### src/rtl/blr_pkg.sv
package blr_pkg;
    typedef enum logic [2:0] {
        OP_LTZ      = 3'd0,
        OP_GEZ      = 3'd1,
        OP_LTZ_LINK = 3'd2,
        OP_GEZ_LINK = 3'd3,
        OP_CP_TRUE  = 3'd4,
        OP_CP_FALSE = 3'd5,
        OP_RSV6     = 3'd6,
        OP_RSV7     = 3'd7
    } blr_op_e;

    typedef enum logic {
        ST_IDLE     = 1'b0,
        ST_RESOLVED = 1'b1
    } blr_state_e;
endpackage

### src/rtl/blr_cond.sv
module blr_cond
    import blr_pkg::*;
#(
    parameter int CP_N = 4,
    localparam int SEL_W = (CP_N > 1) ? $clog2(CP_N) : 1
) (
    input  blr_op_e          op,
    input  logic             sign_bit,
    input  logic [CP_N-1:0]  cp_cond,
    input  logic [SEL_W-1:0] cp_sel,
    output logic             taken,
    output logic             legal,
    output logic             is_link
);
    logic cp_line;

    assign cp_line = cp_cond[cp_sel];

    always_comb begin
        taken   = 1'b0;
        legal   = 1'b1;
        is_link = 1'b0;
        unique case (op)
            OP_LTZ:      taken = sign_bit;
            OP_GEZ:      taken = ~sign_bit;
            OP_LTZ_LINK: begin taken = sign_bit;  is_link = 1'b1; end
            OP_GEZ_LINK: begin taken = ~sign_bit; is_link = 1'b1; end
            OP_CP_TRUE:  taken = cp_line;
            OP_CP_FALSE: taken = ~cp_line;
            OP_RSV6, OP_RSV7: legal = 1'b0;
        endcase
    end

    always_comb begin
        if (legal && !is_link && op == OP_LTZ)
            a_r1_ltz_sign: assert (taken == sign_bit);
    end
endmodule

### src/rtl/blr_addr.sv
module blr_addr #(
    parameter int AW    = 32,
    parameter int OFF_W = 16,
    localparam int EXT_W = AW - OFF_W - 2
) (
    input  logic [AW-1:0]    pc,
    input  logic [OFF_W-1:0] off,
    output logic [AW-1:0]    target,
    output logic [AW-1:0]    link
);
    logic [AW-1:0] slot_pc;
    logic [AW-1:0] disp;

    assign slot_pc = pc + AW'(4);
    assign disp    = {{EXT_W{off[OFF_W-1]}}, off, 2'b00};
    assign target  = slot_pc + disp;
    assign link    = slot_pc + AW'(4);

    always_comb begin
        a_r5_link_step: assert (link - pc == AW'(8));
    end
endmodule

### src/rtl/blr_unit.sv
module blr_unit
    import blr_pkg::*;
#(
    parameter int AW       = 32,
    parameter int OFF_W    = 16,
    parameter int CP_N     = 4,
    parameter int REG_W    = 5,
    parameter int LINK_REG = 31,
    localparam int SEL_W = (CP_N > 1) ? $clog2(CP_N) : 1
) (
    input  logic             clk,
    input  logic             rst_n,
    input  logic             br_valid,
    input  logic [2:0]       br_op,
    input  logic [SEL_W-1:0] cp_sel,
    input  logic [AW-1:0]    src_val,
    input  logic [CP_N-1:0]  cp_cond,
    input  logic [AW-1:0]    br_pc,
    input  logic [OFF_W-1:0] br_off,
    output logic             res_taken,
    output logic             res_annul,
    output logic [AW-1:0]    res_target,
    output logic             link_we,
    output logic [REG_W-1:0] link_idx,
    output logic [AW-1:0]    link_data
);
    blr_state_e    state_q, state_d;
    logic          c_taken, c_legal, c_link;
    logic [AW-1:0] c_target, c_link_val;
    logic          q_taken, q_legal, q_link;
    logic [AW-1:0] q_target, q_link_val;

    blr_cond #(.CP_N(CP_N)) u_cond (
        .op       (blr_op_e'(br_op)),
        .sign_bit (src_val[AW-1]),
        .cp_cond  (cp_cond),
        .cp_sel   (cp_sel),
        .taken    (c_taken),
        .legal    (c_legal),
        .is_link  (c_link)
    );

    blr_addr #(.AW(AW), .OFF_W(OFF_W)) u_addr (
        .pc     (br_pc),
        .off    (br_off),
        .target (c_target),
        .link   (c_link_val)
    );

    always_comb begin
        unique case (state_q)
            ST_IDLE:     state_d = br_valid ? ST_RESOLVED : ST_IDLE;
            ST_RESOLVED: state_d = br_valid ? ST_RESOLVED : ST_IDLE;
        endcase
    end

    always_ff @(posedge clk) begin
        if (!rst_n) begin
            state_q    <= ST_IDLE;
            q_taken    <= 1'b0;
            q_legal    <= 1'b0;
            q_link     <= 1'b0;
            q_target   <= '0;
            q_link_val <= '0;
        end else begin
            state_q <= state_d;
            if (br_valid) begin
                q_taken    <= c_taken;
                q_legal    <= c_legal;
                q_link     <= c_link;
                q_target   <= c_target;
                q_link_val <= c_link_val;
            end
        end
    end

    always_comb begin
        res_taken  = 1'b0;
        res_annul  = 1'b0;
        link_we    = 1'b0;
        link_idx   = '0;
        res_target = q_target;
        link_data  = q_link_val;
        unique case (state_q)
            ST_IDLE: ;
            ST_RESOLVED: begin
                res_taken = q_legal & q_taken;
                res_annul = q_legal & ~q_taken;
                link_we   = q_legal & q_link;
                if (link_we) link_idx = REG_W'(LINK_REG);
            end
        endcase
    end

    a_r4_exclusive: assert property (@(posedge clk) disable iff (!rst_n)
        !(res_taken && res_annul));

    a_r6_one_cycle: assert property (@(posedge clk) disable iff (!rst_n)
        (br_valid && br_op < 3'd6) |=> (res_taken ^ res_annul));

    a_r6_quiet: assert property (@(posedge clk) disable iff (!rst_n)
        !br_valid |=> (!res_taken && !res_annul && !link_we));

    a_r7_reserved: assert property (@(posedge clk) disable iff (!rst_n)
        (br_valid && br_op >= 3'd6) |=> (!res_taken && !res_annul && !link_we));

    a_r5_link_reg: assert property (@(posedge clk) disable iff (!rst_n)
        link_we |-> (link_idx == REG_W'(LINK_REG)));

    a_r5_link_data: assert property (@(posedge clk) disable iff (!rst_n)
        (br_valid && (br_op == 3'd2 || br_op == 3'd3)) |=>
        (link_we && link_data == $past(br_pc) + AW'(8)));

    a_r3_no_overflow: assert property (@(posedge clk) disable iff (!rst_n)
        br_valid |=> (res_target == $past(br_pc) + AW'(4)
                      + {{(AW-OFF_W-2){$past(br_off[OFF_W-1])}}, $past(br_off), 2'b00}));
endmodule

### config.mk
export PLATFORM = sky130hd
export DESIGN_NAME = blr_unit
export DESIGN_NICKNAME = d
export VERILOG_FILES = /design/src/rtl/blr_pkg.sv /design/src/rtl/blr_cond.sv /design/src/rtl/blr_addr.sv /design/src/rtl/blr_unit.sv
export SDC_FILE = /design/constraint.sdc
export NUM_CORES = 1
export LEC_CHECK = 0
export BUFFER_PORTS_ARGS = -buffer_cell sky130_fd_sc_hd__buf_4
export CELL_PAD_IN_SITES_DETAIL_PLACEMENT = 1
export CELL_PAD_IN_SITES_GLOBAL_PLACEMENT = 1
export CORE_MARGIN = 2
export CORE_UTILIZATION = 35
export CTS_CLUSTER_DIAMETER = 30
export DETAILED_ROUTE_END_ITERATION = 16
export PLACE_DENSITY = 0.84
export SLEW_MARGIN = 20
export SYNTH_ARGS = -nofsm -noshare
export SYNTH_HDL_FRONTEND = slang
export SYNTH_SLANG_ARGS = --single-unit
### constraint.sdc
create_clock -name clk -period 3.58 [get_ports clk]
set_input_delay 0.179 -clock clk [delete_from_list [all_inputs] [get_ports clk]]
set_output_delay 0.179 -clock clk [all_outputs]
set_load 0.01 [all_outputs]
* Word level (Yosys, flattened, before mapping)
Cells that the tools add are included.
** Storage, ports and cells
- Input port bits :: 92
- Logic and storage cells :: 39
- Output and inout port bits :: 72
- Register bits :: 68
** Operators by class
- $lt $le $gt $ge :: 1
- Reductions and logical operators :: 5
- Equality and inequality tests :: 7
- Mux-type cells :: 11
- Bitwise operators :: 6
- $add $sub $neg :: 3
** Operators with widths (count)
- $add A32 B3 Y32 const B :: 2
- $add A32 B32 Y32 :: 1
- $eq A3 B3 Y1 const B :: 4
- $mux W5 :: 2
- $reduce_or A2 Y1 :: 4
- $mux W1 :: 7
- $eq A3 B2 Y1 const B :: 2
- $pmux W1 S4 :: 1
- $and A1 B1 Y1 :: 3
- $eq A3 B1 Y1 const B :: 1
- $logic_not A3 Y1 :: 1
- $lt A2 B3 Y1 const B :: 1
- $not A1 Y1 :: 3
- $bmux W1 S2 :: 1

* Depth between registers and ports, before layout
- Word-level depth :: 4
- Mapped depth :: 16
- Gate-level depth less buffers :: 15

* Cells and area by module
A second synthesis with hierarchy kept.
** Unflattened totals
- Cell total of the unflattened synthesis :: 669
- Area, all modules :: 5720.5 µm²
** Modules (own cells, without submodules)
- blr_addr :: instances 1, area each 3022.9 µm², cells an instance 435
- blr_unit :: instances 1, area each 2635.0 µm², cells an instance 227
- blr_cond :: instances 1, area each 62.6 µm², cells an instance 7

* Worst setup path before layout
OpenSTA, ideal clock, no wires.
- Path type :: input port to flip-flop
- Start :: input br_pc[5]
- End :: register q_target[30], in the netlist res_target[30]
- Setup slack :: 0.146 ns
- Stages :: 16
- Setup time :: 0.122 ns
- Arrival time :: 3.311 ns
- Required time :: 3.458 ns
- Cell sequence :: buf_2 and3_4 nand3_1 or4b_2 and2_1 inv_1 ha_1 clkbuf_1 nand2_1 o21ai_0 o41ai_1 nand4_1 nand3_1 a31oi_1 mux2i_1 a311o_1
** Between the ends
- Word-level cells in the longest chain between the ends :: 2
** RTL lines
- from (decl) :: RTL line blr_unit.sv:18 : input logic [AW-1:0] br_pc,
- $add A32 B3 Y32 :: RTL line blr_addr.sv:14 : assign slot_pc = pc + AW'(4);
- $add A32 B32 Y32 :: RTL line blr_addr.sv:16 : assign target = slot_pc + disp;
- to (signal assigned) :: RTL line blr_unit.sv:71 : q_target <= c_target;
- to (decl) :: RTL line blr_unit.sv:31 : logic [AW-1:0] q_target, q_link_val;
Every way passes these cells.
A chain may end at the register's enable or synchronous reset.

* Worst setup path in the final report
- Start :: input br_pc[8]
- End :: register q_target[30], in the netlist res_target[30]
The elaborated chain is that of the path after synthesis.

==> run_results.csv <==
group,metric,value,unit
outcome,outcome,"finished, final reports clean",
cts,worstSkewPairLatency,0.35,ns
critical_path,timing.critical_path.slowest_stage_cell,"or4_4",
global_route,grtUsageMet1,29.7,%
synth,netlist_area,5660,sq um
place,detailed_place_hpwl,16500,um
synth,synth.yosys.warnings,0,
synth,synth_ff_type,"dfxtp_1",
cts,cts_sinks,66,
floorplanning,boundaryPins,164,
drt,detail_route.drc_violations,0,
synth,cell_taking_the_most_area_after_synthesis,"dfxtp_1",
global_route,grt_max_degree,39,
cts,number_of_buffers_created_by_cts,9,
power_and_ir_drop,ir_drop,0.220,mV
global_route,grt_pass1_wl,33800,um
critical_path,critical_path_cell_by_cell,"buf_4 -> buf_4 -> nand2_1 -> or4_4 -> o21ai_0 -> and2_1 -> inv_1 -> ha_1 -> nand3_1 -> nor3_1 -> nand4_1 -> nand4_1 -> nand3_1 -> a31oi_1 -> mux2i_1 -> a311o_1",
layout,mostFrequentLayoutCell,"buf_4",
floorplanning,fp.coreArea,15800,sq um
floorplanning,die_area,17200,sq um
synth,number_of_enable_flip_flop_cells_after_synthesis,0,
drt,vias,6404,
power_and_ir_drop,power.share.sequential,31.5,%
power_and_ir_drop,power.share.switching,33.1,%
sta,final_critical_path_setup_slack,0.200,ns
critical_path,critPathKind,"input port to register",
global_route,globalRoute.busiestLayer,"met2",
power_and_ir_drop,cellInternalPower,1.79,mW
synth,synthesis.area_per_instance,7.79,sq um
sta,hold_viol,0,
synth,yosysUniqueCellTypes,73,
run,max_cap_violations,0,
layout,drive_above_1_share,30.6,%
sta,final.min_clock_period,3.38,ns
global_route,global_route.usage.met2,41.2,%
drt,antenna_violating_nets_post_route,0,
critical_path,crit_arrival,3.61,ns
sta,setup_viol,0,
place,placement.setup.worst_slack,-0.0287,ns
floorplanning,floorplan.initialDensity,35.8,%
place,post_dp_cell_area,7530,sq um
critical_path,crit_path_max_fanout,6,
power_and_ir_drop,p_per_area,341,nW/um^2
critical_path,worst_path_largest_cell_delay,0.55,ns
floorplanning,floorplan.rows,46,
layout,fill_cells,1960,
layout,synthToLayoutAreaGrowth,38.2,%
synth,postSynth.asyncResetShare,0,%
place,placement.io_buffers,132,
synth,seq_area_frac_synth,23.3,%
power_and_ir_drop,share_of_total_power_in_combinational_logic,34.0,%
drt,avgRoutedWirePerCell,18.1,um
place,gp_congestion,0.882,
sta,clock-skew-final,0,ns
drt,detail_route.vias_per_cell,5.54,
power_and_ir_drop,totalPowerFinal,2.67,mW
drt,length_of_the_first_detailed_routing_pass_in_iterations,4,
critical_path,worstPathRequired,3.81,ns
sta,hold_ws,0.0361,ns
floorplanning,die-width,131,um
critical_path,worstSetupEndpointType,"register",
sta,achievable-frequency,296,MHz
cts,h-tree-depth,3,
drt,drt_iter0_markers,342,
synth,netlist_top_cells_area,"dfxtp_1 23%, ha_1 8.4%, xnor2_1 5.6%",
cts,maximum_number_of_buffers_from_clock_root_to_sink,2,
power_and_ir_drop,power_leakage,3.54,nW
sta,worstMarginPinSlew,0.945,ns
global_route,globalRouteTotalUtil,24.3,%
synth,synthDominantCellAreaShare,23.3,%
sta,timing.final.crit_share,94.4,%
power_and_ir_drop,share_clk_of_total_power,34.5,%
power_and_ir_drop,net-switching-power,0.884,mW
critical_path,cp-start-kind,"input port",
cts,path_clk_slew,0.06,ns
min_path,hp-class,"input port to register",
layout,final_core_utilization,49.5,%
global_route,first_global_vias,6528,
critical_path,critical_path.n_buffers_inverters,3,
global_route,globalRoute.totalOverflow,0,
synth,netlist_instances,727,
layout,most-common-layout-cells,"237 x buf_4, 67 x nor2_1, 66 x dfxtp_1",
layout,final_net_count,1066,
synth,ys_seq_elements,66,
layout,antenna_cells_inserted,0,
cts,cts.root.buffer_cell,"clkbuf_16",
cts,cts_tree,"yes",
floorplanning,die-height,131,um
critical_path,kind_of_cell_adding_the_most_delay_to_the_critical_path,"simple AND/OR/NAND/NOR gates",
synth,synthesis.nets,858,
sta,max_slew_margin,36.9,%
global_route,antenna_found_initial,0,
drt,routed_wirelength,20900,um
layout,postLayoutCellArea,7830,sq um
global_route,met3_usage,3.82,%
sta,unrepaired_setup_endpoints_after_global_routing,"false",
sta,slew_viol_final,0,
## final cells by class
cell class	instances	area, sq um	share of cell area (%)
inverters	29	109	1.39
well taps	216	270	3.45
multi-input cells	592	4050	51.7
clock buffers	10	239	3.05
repair buffers	237	1780	22.7
flip-flops and latches	66	1320	16.9
clock inverters	6	65.1	0.831
## final timing paths
path	from	end	slack, ns	depth (start not counted)
worst max-delay path	br_pc[8]	res_target[30]$_SDFFE_PN0P_	0.20	16
worst max register to register	link_data[8]$_SDFFE_PN0P_	link_data[8]$_SDFFE_PN0P_	2.66	3
worst min register to register	res_target[20]$_SDFFE_PN0P_	res_target[20]$_SDFFE_PN0P_	0.46	2
worst min-delay path	br_op[1]	q_legal$_SDFFE_PN0P_	0.04	2
## worst register-to-register path, cell delays in order (launching register included)
cell and delay [ns]:
dfxtp_1 0.32, nor2b_1 0.13, a31oi_1 0.23, nor2_1 0.10
## power groups by stage
stage          clock network [mW]  registers, mW  logic [mW]
4_1_cts                     0.937          0.842       0.905
3_5_place_dp                    0          0.856       0.891
6_report                    0.922          0.842       0.907
2_1_floorplan                   0          0.875       0.457
5_1_grt                     0.969          0.848       0.989
3_3_place_gp                    0          0.853       0.857
## cell usage after synthesis (all sizes together), types with 2 or more instances
library cell and n:
a2111oi 2, a211o 3, a211oi 5, a21o 15, a21oi 35, a22oi 5, a311o 2, a31o 7
a31oi 11, a41oi 2, and2 7, and3 13, buf 22, clkbuf 18, dfxtp 66, ha 38
inv 29, mux2i 27, nand2 64, nand2b 5, nand3 53, nand3b 2, nand4 24, nand4b 4
nor2 67, nor2b 3, nor3 25, nor3b 4, nor4 12, o2111ai 3, o211ai 9, o21a 4
o21ai 35, o22ai 3, o31a 5, o31ai 6, or2 2, or3 10, or3b 2, or4 5
or4b 3, xnor2 40, xor2 16
## metal layers
metal	part of all wire, %	vias up	wire (um)
met1	43	3097	9070
met4	3.9	0	810
met5	0	-	0
li1	-	3076	-
met2	48	178	10100
met3	4.3	53	898
## stage by stage
stage / setup TNS [ns] / cells
floorplan: 0 / 727
global placement: 0 / 1140
detailed placement: -0.0287 / 1140
CTS: 0 / 1156
global route: 0 / 1156
finish: 0 / 1156
## flip-flops by register name, summed over array words and instances (netlist names)
register and cells:
state_q 1, q_legal 1, q_link 1, res_target 32, q_taken 1, link_data 30
## logic make-up after synthesis
logic type / Yosys count / share of synthesized area, %
buf+inv: 69 / 5.24
mux: 29 / 5.37
simple gates: 307 / 28.9
compound gates: 161 / 19.0
fa+ha+maj: 39 / 8.75
flops: 66 / 23.3
xor+xnor: 56 / 9.39
## repair_timing
item                                    4_1_cts  5_1_grt
hold buffers                                  0        0
buffers inserted                              0        0
endpoints found under the setup margin        0        5
resized for setup                             0        1
(Power assumes the default switching activity.)
